--- src/rtl/bm_pkg.sv ---
package bm_pkg;

   // position flags travelling with each pixel pair down the pipeline
   typedef struct packed {
      logic first;   // first pixel of a candidate
      logic last;    // last pixel of a candidate
      logic fin;     // last pixel of the last candidate
   } bm_tag_t;

   function automatic int unsigned bm_bits(input int unsigned v);
      return (v <= 1) ? 1 : $clog2(v);
   endfunction

endpackage

--- src/rtl/bm_ram.sv ---
module bm_ram #(
   parameter int DW    = 8,
   parameter int DEPTH = 64,
   parameter int AW    = 6
) (
   input  logic          clk,
   input  logic          we,
   input  logic [AW-1:0] waddr,
   input  logic [DW-1:0] wdata,
   input  logic [AW-1:0] raddr,
   output logic [DW-1:0] rdata
);

   generate
      if (DEPTH < 2) begin : g_bad_depth
         $error("bm_ram: DEPTH must be at least 2");
      end
      if ((1 << AW) < DEPTH) begin : g_bad_aw
         $error("bm_ram: AW too narrow for DEPTH");
      end
   endgenerate

   logic [DW-1:0] mem [DEPTH];

   always_ff @(posedge clk) begin
      if (we) begin
         mem[waddr] <= wdata;
      end
      rdata <= mem[raddr];
   end

endmodule

--- src/rtl/bm_scan.sv ---
module bm_scan
   import bm_pkg::*;
#(
   parameter int BLK_N   = 8,
   parameter int RANGE_P = 4,
   parameter int IW      = 3,
   parameter int OW      = 4,
   parameter int CA_W    = 6,
   parameter int WA_W    = 8
) (
   input  logic            clk,
   input  logic            rst_n,
   input  logic            go,
   output logic            active,
   output bm_tag_t         tag,
   output logic [OW-1:0]   mo,
   output logic [OW-1:0]   no,
   output logic [CA_W-1:0] cur_raddr,
   output logic [WA_W-1:0] win_raddr
);

   localparam int WIN  = BLK_N + 2 * RANGE_P;
   localparam int OMAX = 2 * RANGE_P;

   logic          active_q;
   logic [IW-1:0] i_q, j_q;
   logic [OW-1:0] mo_q, no_q;
   logic          j_end, i_end, n_end, m_end;

   assign j_end = (j_q == IW'(BLK_N - 1));
   assign i_end = (i_q == IW'(BLK_N - 1));
   assign n_end = (no_q == OW'(OMAX));
   assign m_end = (mo_q == OW'(OMAX));

   // m outer, n, row i, column j innermost
   always_ff @(posedge clk or negedge rst_n) begin
      if (!rst_n) begin
         active_q <= 1'b0;
         i_q      <= '0;
         j_q      <= '0;
         mo_q     <= '0;
         no_q     <= '0;
      end else if (go) begin
         active_q <= 1'b1;
         i_q      <= '0;
         j_q      <= '0;
         mo_q     <= '0;
         no_q     <= '0;
      end else if (active_q) begin
         if (!j_end) begin
            j_q <= j_q + 1'b1;
         end else begin
            j_q <= '0;
            if (!i_end) begin
               i_q <= i_q + 1'b1;
            end else begin
               i_q <= '0;
               if (!n_end) begin
                  no_q <= no_q + 1'b1;
               end else begin
                  no_q <= '0;
                  if (!m_end) begin
                     mo_q <= mo_q + 1'b1;
                  end else begin
                     mo_q     <= '0;
                     active_q <= 1'b0;
                  end
               end
            end
         end
      end
   end

   assign active    = active_q;
   assign mo        = mo_q;
   assign no        = no_q;
   assign tag.first = (i_q == '0) && (j_q == '0);
   assign tag.last  = i_end && j_end;
   assign tag.fin   = i_end && j_end && n_end && m_end;

   assign cur_raddr = CA_W'(int'(i_q) * BLK_N + int'(j_q));
   assign win_raddr = WA_W'((int'(i_q) + int'(mo_q)) * WIN + int'(j_q) + int'(no_q));


   ofs_range_chk: assert property (@(posedge clk) disable iff (!rst_n)
      active_q |-> (mo_q <= OW'(OMAX)) && (no_q <= OW'(OMAX)));

endmodule

--- src/rtl/bm_best.sv ---
module bm_best
   import bm_pkg::*;
#(
   parameter int PIX_W   = 8,
   parameter int SAD_W   = 14,
   parameter int MV_W    = 4,
   parameter int OW      = 4,
   parameter int RANGE_P = 4
) (
   input  logic                   clk,
   input  logic                   rst_n,
   input  logic                   clr,
   input  logic                   in_valid,
   input  bm_tag_t                in_tag,
   input  logic [PIX_W-1:0]       in_diff,
   input  logic [OW-1:0]          in_mo,
   input  logic [OW-1:0]          in_no,
   output logic [SAD_W-1:0]       best_sad,
   output logic signed [MV_W-1:0] mv_m,
   output logic signed [MV_W-1:0] mv_n,
   output logic                   done
);

   localparam logic signed [MV_W-1:0] PMAX = MV_W'(RANGE_P);

   logic [SAD_W-1:0]       acc_q, sum, best_q;
   logic signed [MV_W-1:0] mv_m_q, mv_n_q, cand_m, cand_n;
   logic                   done_q;

   assign sum    = (in_tag.first ? '0 : acc_q) + SAD_W'(in_diff);
   assign cand_m = MV_W'(in_mo) - PMAX;
   assign cand_n = MV_W'(in_no) - PMAX;

   always_ff @(posedge clk or negedge rst_n) begin
      if (!rst_n) begin
         acc_q  <= '0;
         best_q <= '1;
         mv_m_q <= '0;
         mv_n_q <= '0;
         done_q <= 1'b0;
      end else begin
         done_q <= in_valid && in_tag.fin;
         if (clr) begin
            acc_q  <= '0;
            best_q <= '1;
            mv_m_q <= '0;
            mv_n_q <= '0;
         end else if (in_valid) begin
            acc_q <= sum;
            // strict compare: equal cost keeps the earlier vector
            if (in_tag.last && (sum < best_q)) begin
               best_q <= sum;
               mv_m_q <= cand_m;
               mv_n_q <= cand_n;
            end
         end
      end
   end

   assign best_sad = best_q;
   assign mv_m     = mv_m_q;
   assign mv_n     = mv_n_q;
   assign done     = done_q;


   no_overflow_chk: assert property (@(posedge clk) disable iff (!rst_n)
      (in_valid && !in_tag.first) |-> (sum >= acc_q));


   done_pulse_chk: assert property (@(posedge clk) disable iff (!rst_n)
      done_q |=> !done_q);


   best_mono_chk: assert property (@(posedge clk) disable iff (!rst_n)
      !clr |=> (best_q <= $past(best_q)));


   result_hold_chk: assert property (@(posedge clk) disable iff (!rst_n)
      (!clr && !in_valid) |=> ($stable(best_q) && $stable(mv_m_q) && $stable(mv_n_q)));


   mv_range_chk: assert property (@(posedge clk) disable iff (!rst_n)
      (mv_m_q >= -PMAX) && (mv_m_q <= PMAX) && (mv_n_q >= -PMAX) && (mv_n_q <= PMAX));

endmodule

--- src/rtl/bm_search.sv ---
module bm_search
   import bm_pkg::*;
#(
   parameter int BLK_N    = 8,
   parameter int RANGE_P  = 4,
   parameter int PIX_W    = 8,
   parameter int SAD_PIPE = 0,
   localparam int WIN     = BLK_N + 2 * RANGE_P,
   localparam int CA_W    = bm_bits(BLK_N * BLK_N),
   localparam int WA_W    = bm_bits(WIN * WIN),
   localparam int SAD_W   = PIX_W + 2 * bm_bits(BLK_N),
   localparam int MV_W    = $clog2(RANGE_P + 1) + 1
) (
   input  logic                   clk,
   input  logic                   rst_n,
   input  logic                   start,
   input  logic                   cur_we,
   input  logic [CA_W-1:0]        cur_waddr,
   input  logic [PIX_W-1:0]       cur_wdata,
   input  logic                   win_we,
   input  logic [WA_W-1:0]        win_waddr,
   input  logic [PIX_W-1:0]       win_wdata,
   output logic                   busy,
   output logic                   done,
   output logic signed [MV_W-1:0] mv_m,
   output logic signed [MV_W-1:0] mv_n,
   output logic [SAD_W-1:0]       best_sad
);

   localparam int IW = bm_bits(BLK_N);
   localparam int OW = bm_bits(2 * RANGE_P + 1);

   generate
      if (BLK_N < 2) begin : g_bad_n
         $error("bm_search: BLK_N must be at least 2");
      end
      if (RANGE_P < 1) begin : g_bad_p
         $error("bm_search: RANGE_P must be at least 1");
      end
      if (PIX_W < 1) begin : g_bad_w
         $error("bm_search: PIX_W must be at least 1");
      end
      if ((SAD_PIPE != 0) && (SAD_PIPE != 1)) begin : g_bad_pipe
         $error("bm_search: SAD_PIPE must be 0 or 1");
      end
   endgenerate

   logic            busy_q, go, fin_evt;
   logic            sc_active;
   bm_tag_t         sc_tag;
   logic [OW-1:0]   sc_mo, sc_no;
   logic [CA_W-1:0] cur_raddr;
   logic [WA_W-1:0] win_raddr;
   logic [PIX_W-1:0] cur_px, win_px, diff;

   assign go = start && !busy_q;

   bm_scan #(
      .BLK_N(BLK_N), .RANGE_P(RANGE_P), .IW(IW), .OW(OW),
      .CA_W(CA_W), .WA_W(WA_W)
   ) u_scan (
      .clk(clk), .rst_n(rst_n), .go(go),
      .active(sc_active), .tag(sc_tag), .mo(sc_mo), .no(sc_no),
      .cur_raddr(cur_raddr), .win_raddr(win_raddr)
   );

   bm_ram #(.DW(PIX_W), .DEPTH(BLK_N * BLK_N), .AW(CA_W)) u_cur_ram (
      .clk(clk), .we(cur_we), .waddr(cur_waddr), .wdata(cur_wdata),
      .raddr(cur_raddr), .rdata(cur_px)
   );

   bm_ram #(.DW(PIX_W), .DEPTH(WIN * WIN), .AW(WA_W)) u_win_ram (
      .clk(clk), .we(win_we), .waddr(win_waddr), .wdata(win_wdata),
      .raddr(win_raddr), .rdata(win_px)
   );

   // stage 1: flags aligned with memory read data
   logic          s1_valid;
   bm_tag_t       s1_tag;
   logic [OW-1:0] s1_mo, s1_no;

   always_ff @(posedge clk or negedge rst_n) begin
      if (!rst_n) begin
         s1_valid <= 1'b0;
         s1_tag   <= '0;
         s1_mo    <= '0;
         s1_no    <= '0;
      end else begin
         s1_valid <= sc_active;
         s1_tag   <= sc_tag;
         s1_mo    <= sc_mo;
         s1_no    <= sc_no;
      end
   end

   assign diff = (cur_px > win_px) ? (cur_px - win_px) : (win_px - cur_px);

   // optional register after the absolute difference
   logic             s2_valid;
   bm_tag_t          s2_tag;
   logic [OW-1:0]    s2_mo, s2_no;
   logic [PIX_W-1:0] s2_diff;

   generate
      if (SAD_PIPE == 1) begin : g_pipe
         always_ff @(posedge clk or negedge rst_n) begin
            if (!rst_n) begin
               s2_valid <= 1'b0;
               s2_tag   <= '0;
               s2_mo    <= '0;
               s2_no    <= '0;
               s2_diff  <= '0;
            end else begin
               s2_valid <= s1_valid;
               s2_tag   <= s1_tag;
               s2_mo    <= s1_mo;
               s2_no    <= s1_no;
               s2_diff  <= diff;
            end
         end
      end else begin : g_direct
         assign s2_valid = s1_valid;
         assign s2_tag   = s1_tag;
         assign s2_mo    = s1_mo;
         assign s2_no    = s1_no;
         assign s2_diff  = diff;
      end
   endgenerate

   assign fin_evt = s2_valid && s2_tag.fin;

   always_ff @(posedge clk or negedge rst_n) begin
      if (!rst_n) begin
         busy_q <= 1'b0;
      end else if (go) begin
         busy_q <= 1'b1;
      end else if (fin_evt) begin
         busy_q <= 1'b0;
      end
   end

   bm_best #(
      .PIX_W(PIX_W), .SAD_W(SAD_W), .MV_W(MV_W), .OW(OW), .RANGE_P(RANGE_P)
   ) u_best (
      .clk(clk), .rst_n(rst_n), .clr(go),
      .in_valid(s2_valid), .in_tag(s2_tag), .in_diff(s2_diff),
      .in_mo(s2_mo), .in_no(s2_no),
      .best_sad(best_sad), .mv_m(mv_m), .mv_n(mv_n), .done(done)
   );

   assign busy = busy_q;


   done_idle_chk: assert property (@(posedge clk) disable iff (!rst_n)
      done |-> !busy_q);


   busy_hold_chk: assert property (@(posedge clk) disable iff (!rst_n)
      (busy_q && !fin_evt) |=> busy_q);


   go_busy_chk: assert property (@(posedge clk) disable iff (!rst_n)
      go |=> busy_q);

endmodule

--- config.mk ---
export PLATFORM = sky130hd
export DESIGN_NAME = bm_search
export DESIGN_NICKNAME = d
export VERILOG_FILES = /design/src/rtl/bm_pkg.sv /design/src/rtl/bm_ram.sv /design/src/rtl/bm_scan.sv /design/src/rtl/bm_best.sv /design/src/rtl/bm_search.sv
export SDC_FILE = /design/constraint.sdc
export NUM_CORES = 2
export LEC_CHECK = 0
export BUFFER_PORTS_ARGS = -buffer_cell sky130_fd_sc_hd__buf_2
export CORE_AREA = 8 8 652 654
export DETAILED_ROUTE_END_ITERATION = 8
export DIE_AREA = 0 0 660 662
export SLEW_MARGIN = 0
export SYNTH_ARGS = -nofsm -noshare
export SYNTH_HDL_FRONTEND = slang
export SYNTH_SLANG_ARGS = --single-unit
--- constraint.sdc ---
create_clock -name clk -period 5.66 [get_ports clk]
set_clock_uncertainty 0.2 [all_clocks]
set_input_delay 0.283 -clock clk [delete_from_list [all_inputs] [get_ports clk]]
set_output_delay 0.283 -clock clk [all_outputs]
set_load 0.02 [all_outputs]
==> flow_summary.yaml <==
routing:
  drt_first_pass_iters: 5
  drtIter0Drc: 5253
  top_layer: "met5"
  vias_per_cell: 4.58
  vias: 48500
  drt-total-wl_um: 250000
  dr_wl_met3_um: 20100
  postRouteAntennaNets: 0
  met1_length_um: 107000
  dr_wl_met2_um: 116000
  wire_per_inst_um: 23.6
  drc: 0
sta:
  hold_slack_ps: 51.8
  slew_viol_final: 0
  finalHoldViolations: 0
  worst_pin_slew_ps: 1230
  fin_setup_tns_ps: 0
  fin_crit_sh_pct: 96.5
  min_period_ps: 5460
  clock.fmax_ghz: 0.183
  setup_viol: 0
  slew_headroom_pct: 17.7
layout:
  area_growth_pct: 15.9
  fin_cells: 10600
  fin_util_pct: 28.9
  nFillCells: 39900
  nets: 4977
  multiInputGateArea_mm2: 0.0234
  regArea_mm2: 0.0788
  drive_above_1_share_pct: 28.6
  final_cell_area_mm2: 0.120
floorplan:
  rows: 237
  dieWidth_um: 660
  core_area_mm2: 0.415
  dieArea_mm2: 0.437
  io_pins: 59
  die_y_um: 662
  initial_utilization_pct: 24.9
global_routing:
  grt_max_degree: 185
  overflow: 0
  grt_pass1_wl_um: 362000
  grt.total_usage_pct: 11.1
  antenna_found_initial: 18
  grt_pass1_vias: 49600
clock_tree:
  cts.htree.levels: 4
  cts_root_buf: "clkbuf_16"
  clock_path_buffers: 4
  clock_sink_count: 2641
  cts_tree: "yes"
  insertion_delay_ps: 940
  numCtsBuffers: 247
  clk_pin_slew_ps: 70
synth:
  synth-seq-cells: 2641
  synth_nets: 4720
  synth_async_sr_flop_share_pct: 2.46
  syn-cell-area_mm2: 0.103
  postSynthCellCount: 4628
  synth_edf_count: 2560
  syn_avg_cell_area_um2: 22.3
  ys_seq_area_share_pct: 76.3
  ys_types: 55
  ys.flop_type: "edfxtp_1"
  yosys_warnings: 0
pwr:
  p_leak_nw: 36.4
  ir_drop_mv: 0.679
  power_density_mw_per_mm2: 586
worst_setup_path:
  required_ps: 6190
  r2r_slack_ps: 200
  crit_fanout: 7
  critical_path_class: "reg -> reg"
  r2r.worst_path.cells: 23
  arrival_ps: 6000
  cp-end-kind: "flip-flop"
  timing.rr.end: "u_best.mv_m[0]"
  startpoint_type: "flip-flop"
  r2r_start: "u_win_ram.rdata[0]"
worst_hold_path:
  holdPathEnd: "u_cur_ram.mem[38][3]"
  hold_depth: 1
  hold_class: "in -> reg"
  holdCritStartpoint: "cur_wdata[3]"
placed_design:
  dp_cells: 10100
  dp_hpwl_um: 148000
  port_buffers: 58
  placed_area_mm2: 0.111
  gp_congestion: 0.794
status:
  outcome: "finished, final reports clean"
run:
  maxCapViolations: 0
-- cell usage after synthesis (all sizes together), types with 5 or more instances --
cell	number	area, um^2
nor2b	22	138
dfrtp	51	1280
o21ai	40	200
xnor2	21	184
nor2	351	1320
a21o	16	120
clkbuf	159	597
nand3b	8	60.1
nand2	59	221
a22oi	64	480
nor3	21	105
mux4	808	18200
a21oi	64	324
o211ai	7	52.6
or3	6	37.5
mux2i	14	140
dfxtp	16	320
nand4	5	31.3
fa	5	100
dfstp	14	368
buf	89	514
nand2b	9	56.3
and3	6	37.5
ha	52	651
nand3	50	250
or4	8	60.1
inv	60	225
edfxtp	2560	76900
-- worst max-delay path by stage --
| stage | from | to | slack (ps) | depth (start not counted) |
|---|---|---|---|---|
| 2_1_floorplan | u_cur_ram.rdata[0] | u_best.mv_m[1] | 330 | 25 |
| 3_3_place_gp | u_cur_ram.rdata[0] | u_best.mv_n[2] | 70 | 27 |
| 3_5_place_dp | u_cur_ram.rdata[0] | u_best.best_sad[1] | -20 | 24 |
| 4_1_cts | u_win_ram.rdata[0] | u_best.best_sad[1] | 20 | 24 |
| 5_1_grt | u_cur_ram.rdata[4] | u_best.mv_n[1] | -50 | 24 |
| 6_report | u_win_ram.rdata[0] | u_best.mv_m[0] | 200 | 23 |
-- registers in the layout, indices dropped and copies added, names as in the netlist --
register and flops:
busy 1, s1_mo 4, s1_no 4, s1_tag 3
s1_valid 1, u_best.acc_q 14, u_best.best_sad 14, u_best.done 1
u_best.mv_m 4, u_best.mv_n 4, u_cur_ram.mem 512, u_cur_ram.rdata 8
u_scan.active 1, u_scan.i_q 3, u_scan.j_q 3, u_scan.mo 4
u_scan.no 4, u_win_ram.mem 2048, u_win_ram.rdata 8
-- worst max-delay path: stages (launching register included) --
cell and delay [ps]:
dfxtp_1 340, ha_1 150, inv_1 60, fa_2 340, a21o_1 200, a21oi_2 200
o221a_4 240, nor2_1 80, buf_6 180, o31ai_4 250, xnor2_1 160, ha_1 290
a21boi_0 160, buf_4 160, o21a_1 190, or3_1 340, and2_2 250, ha_4 290
and3_4 210, o211ai_1 160, a211oi_4 440, buf_6 180, o21ai_0 80, a21oi_1 150
-- placed cells by master, fill, tap and decap left out, drive strengths merged, types with 16 or more instances in the layout --
cell	n
o21ai	40
edfxtp	2560
a22oi	64
dlygate4sd3	24
ha	52
a21oi	64
mux4	808
nor2b	22
xnor2	21
nand2	59
buf	232
nor2	351
dfrtp	51
bufinv	29
clkbuf	296
a21o	16
nor3	21
nand3	50
clkinv	110
inv	66
dfxtp	16
-- area by class of cell --
type	count	share of cell area, %
timing repair buffer	256	1.99
sequential	2641	65.8
antenna	10	0.0209
tap	5497	5.74
multi-input combinational	1679	19.5
clock buffer	296	5.42
inverter	60	0.188
clock inverter	154	1.27
-- per-stage QoR --
step / setup slack [ps] / power [mW]
2_1_floorplan: 331 / 42.7
3_3_place_gp: 68.7 / 53.3
3_5_place_dp: -21.9 / 53.5
4_1_cts: 22.0 / 70.3
5_1_grt: -45.8 / 72.9
6_report: 196 / 70.2
-- routing by layer --
layer,global-route usage (%),vias up
li1,-,20000
met1,15.6,26200
met2,17.4,1864
met3,2.42,372
met4,2.70,6
met5,0.0658,-
-- cells by family (layout without fill, tap and decap cells) --
group / count (synthesis) / in the layout / synth area share [%]
DFF: 2641 / 2641 / 76.3
muxes: 825 / 825 / 17.8
and+or+nand+nor: 553 / 553 / 2.29
buffers and inverters: 308 / 766 / 1.29
AOI/OAI and AO/OA: 219 / 219 / 1.37
adders and majority gates: 57 / 57 / 0.727
xor gates and xnor gates: 25 / 25 / 0.212
other: 0 / 10 / 0
-- power breakdown --
group	switching [mW]	internal, mW	total [mW]
sequential	0.250	21.8	22.1
combinational	16.3	15.2	31.5
clock	7.20	9.45	16.7
total	23.7	46.5	70.2
-- timing repair --
| item | 4_1_cts | 5_1_grt |
|---|---|---|
| resized for setup | 3 | 43 |
| hold endpoints to repair | 1585 | 0 |
| gates cloned | 0 | 1 |
| endpoints found under the setup margin | 13 | 22 |
| hold buffers | 24 | 0 |
| buffers inserted | 0 | 3 |
| pin swaps | 0 | 10 |
(Power assumes the default switching activity.)
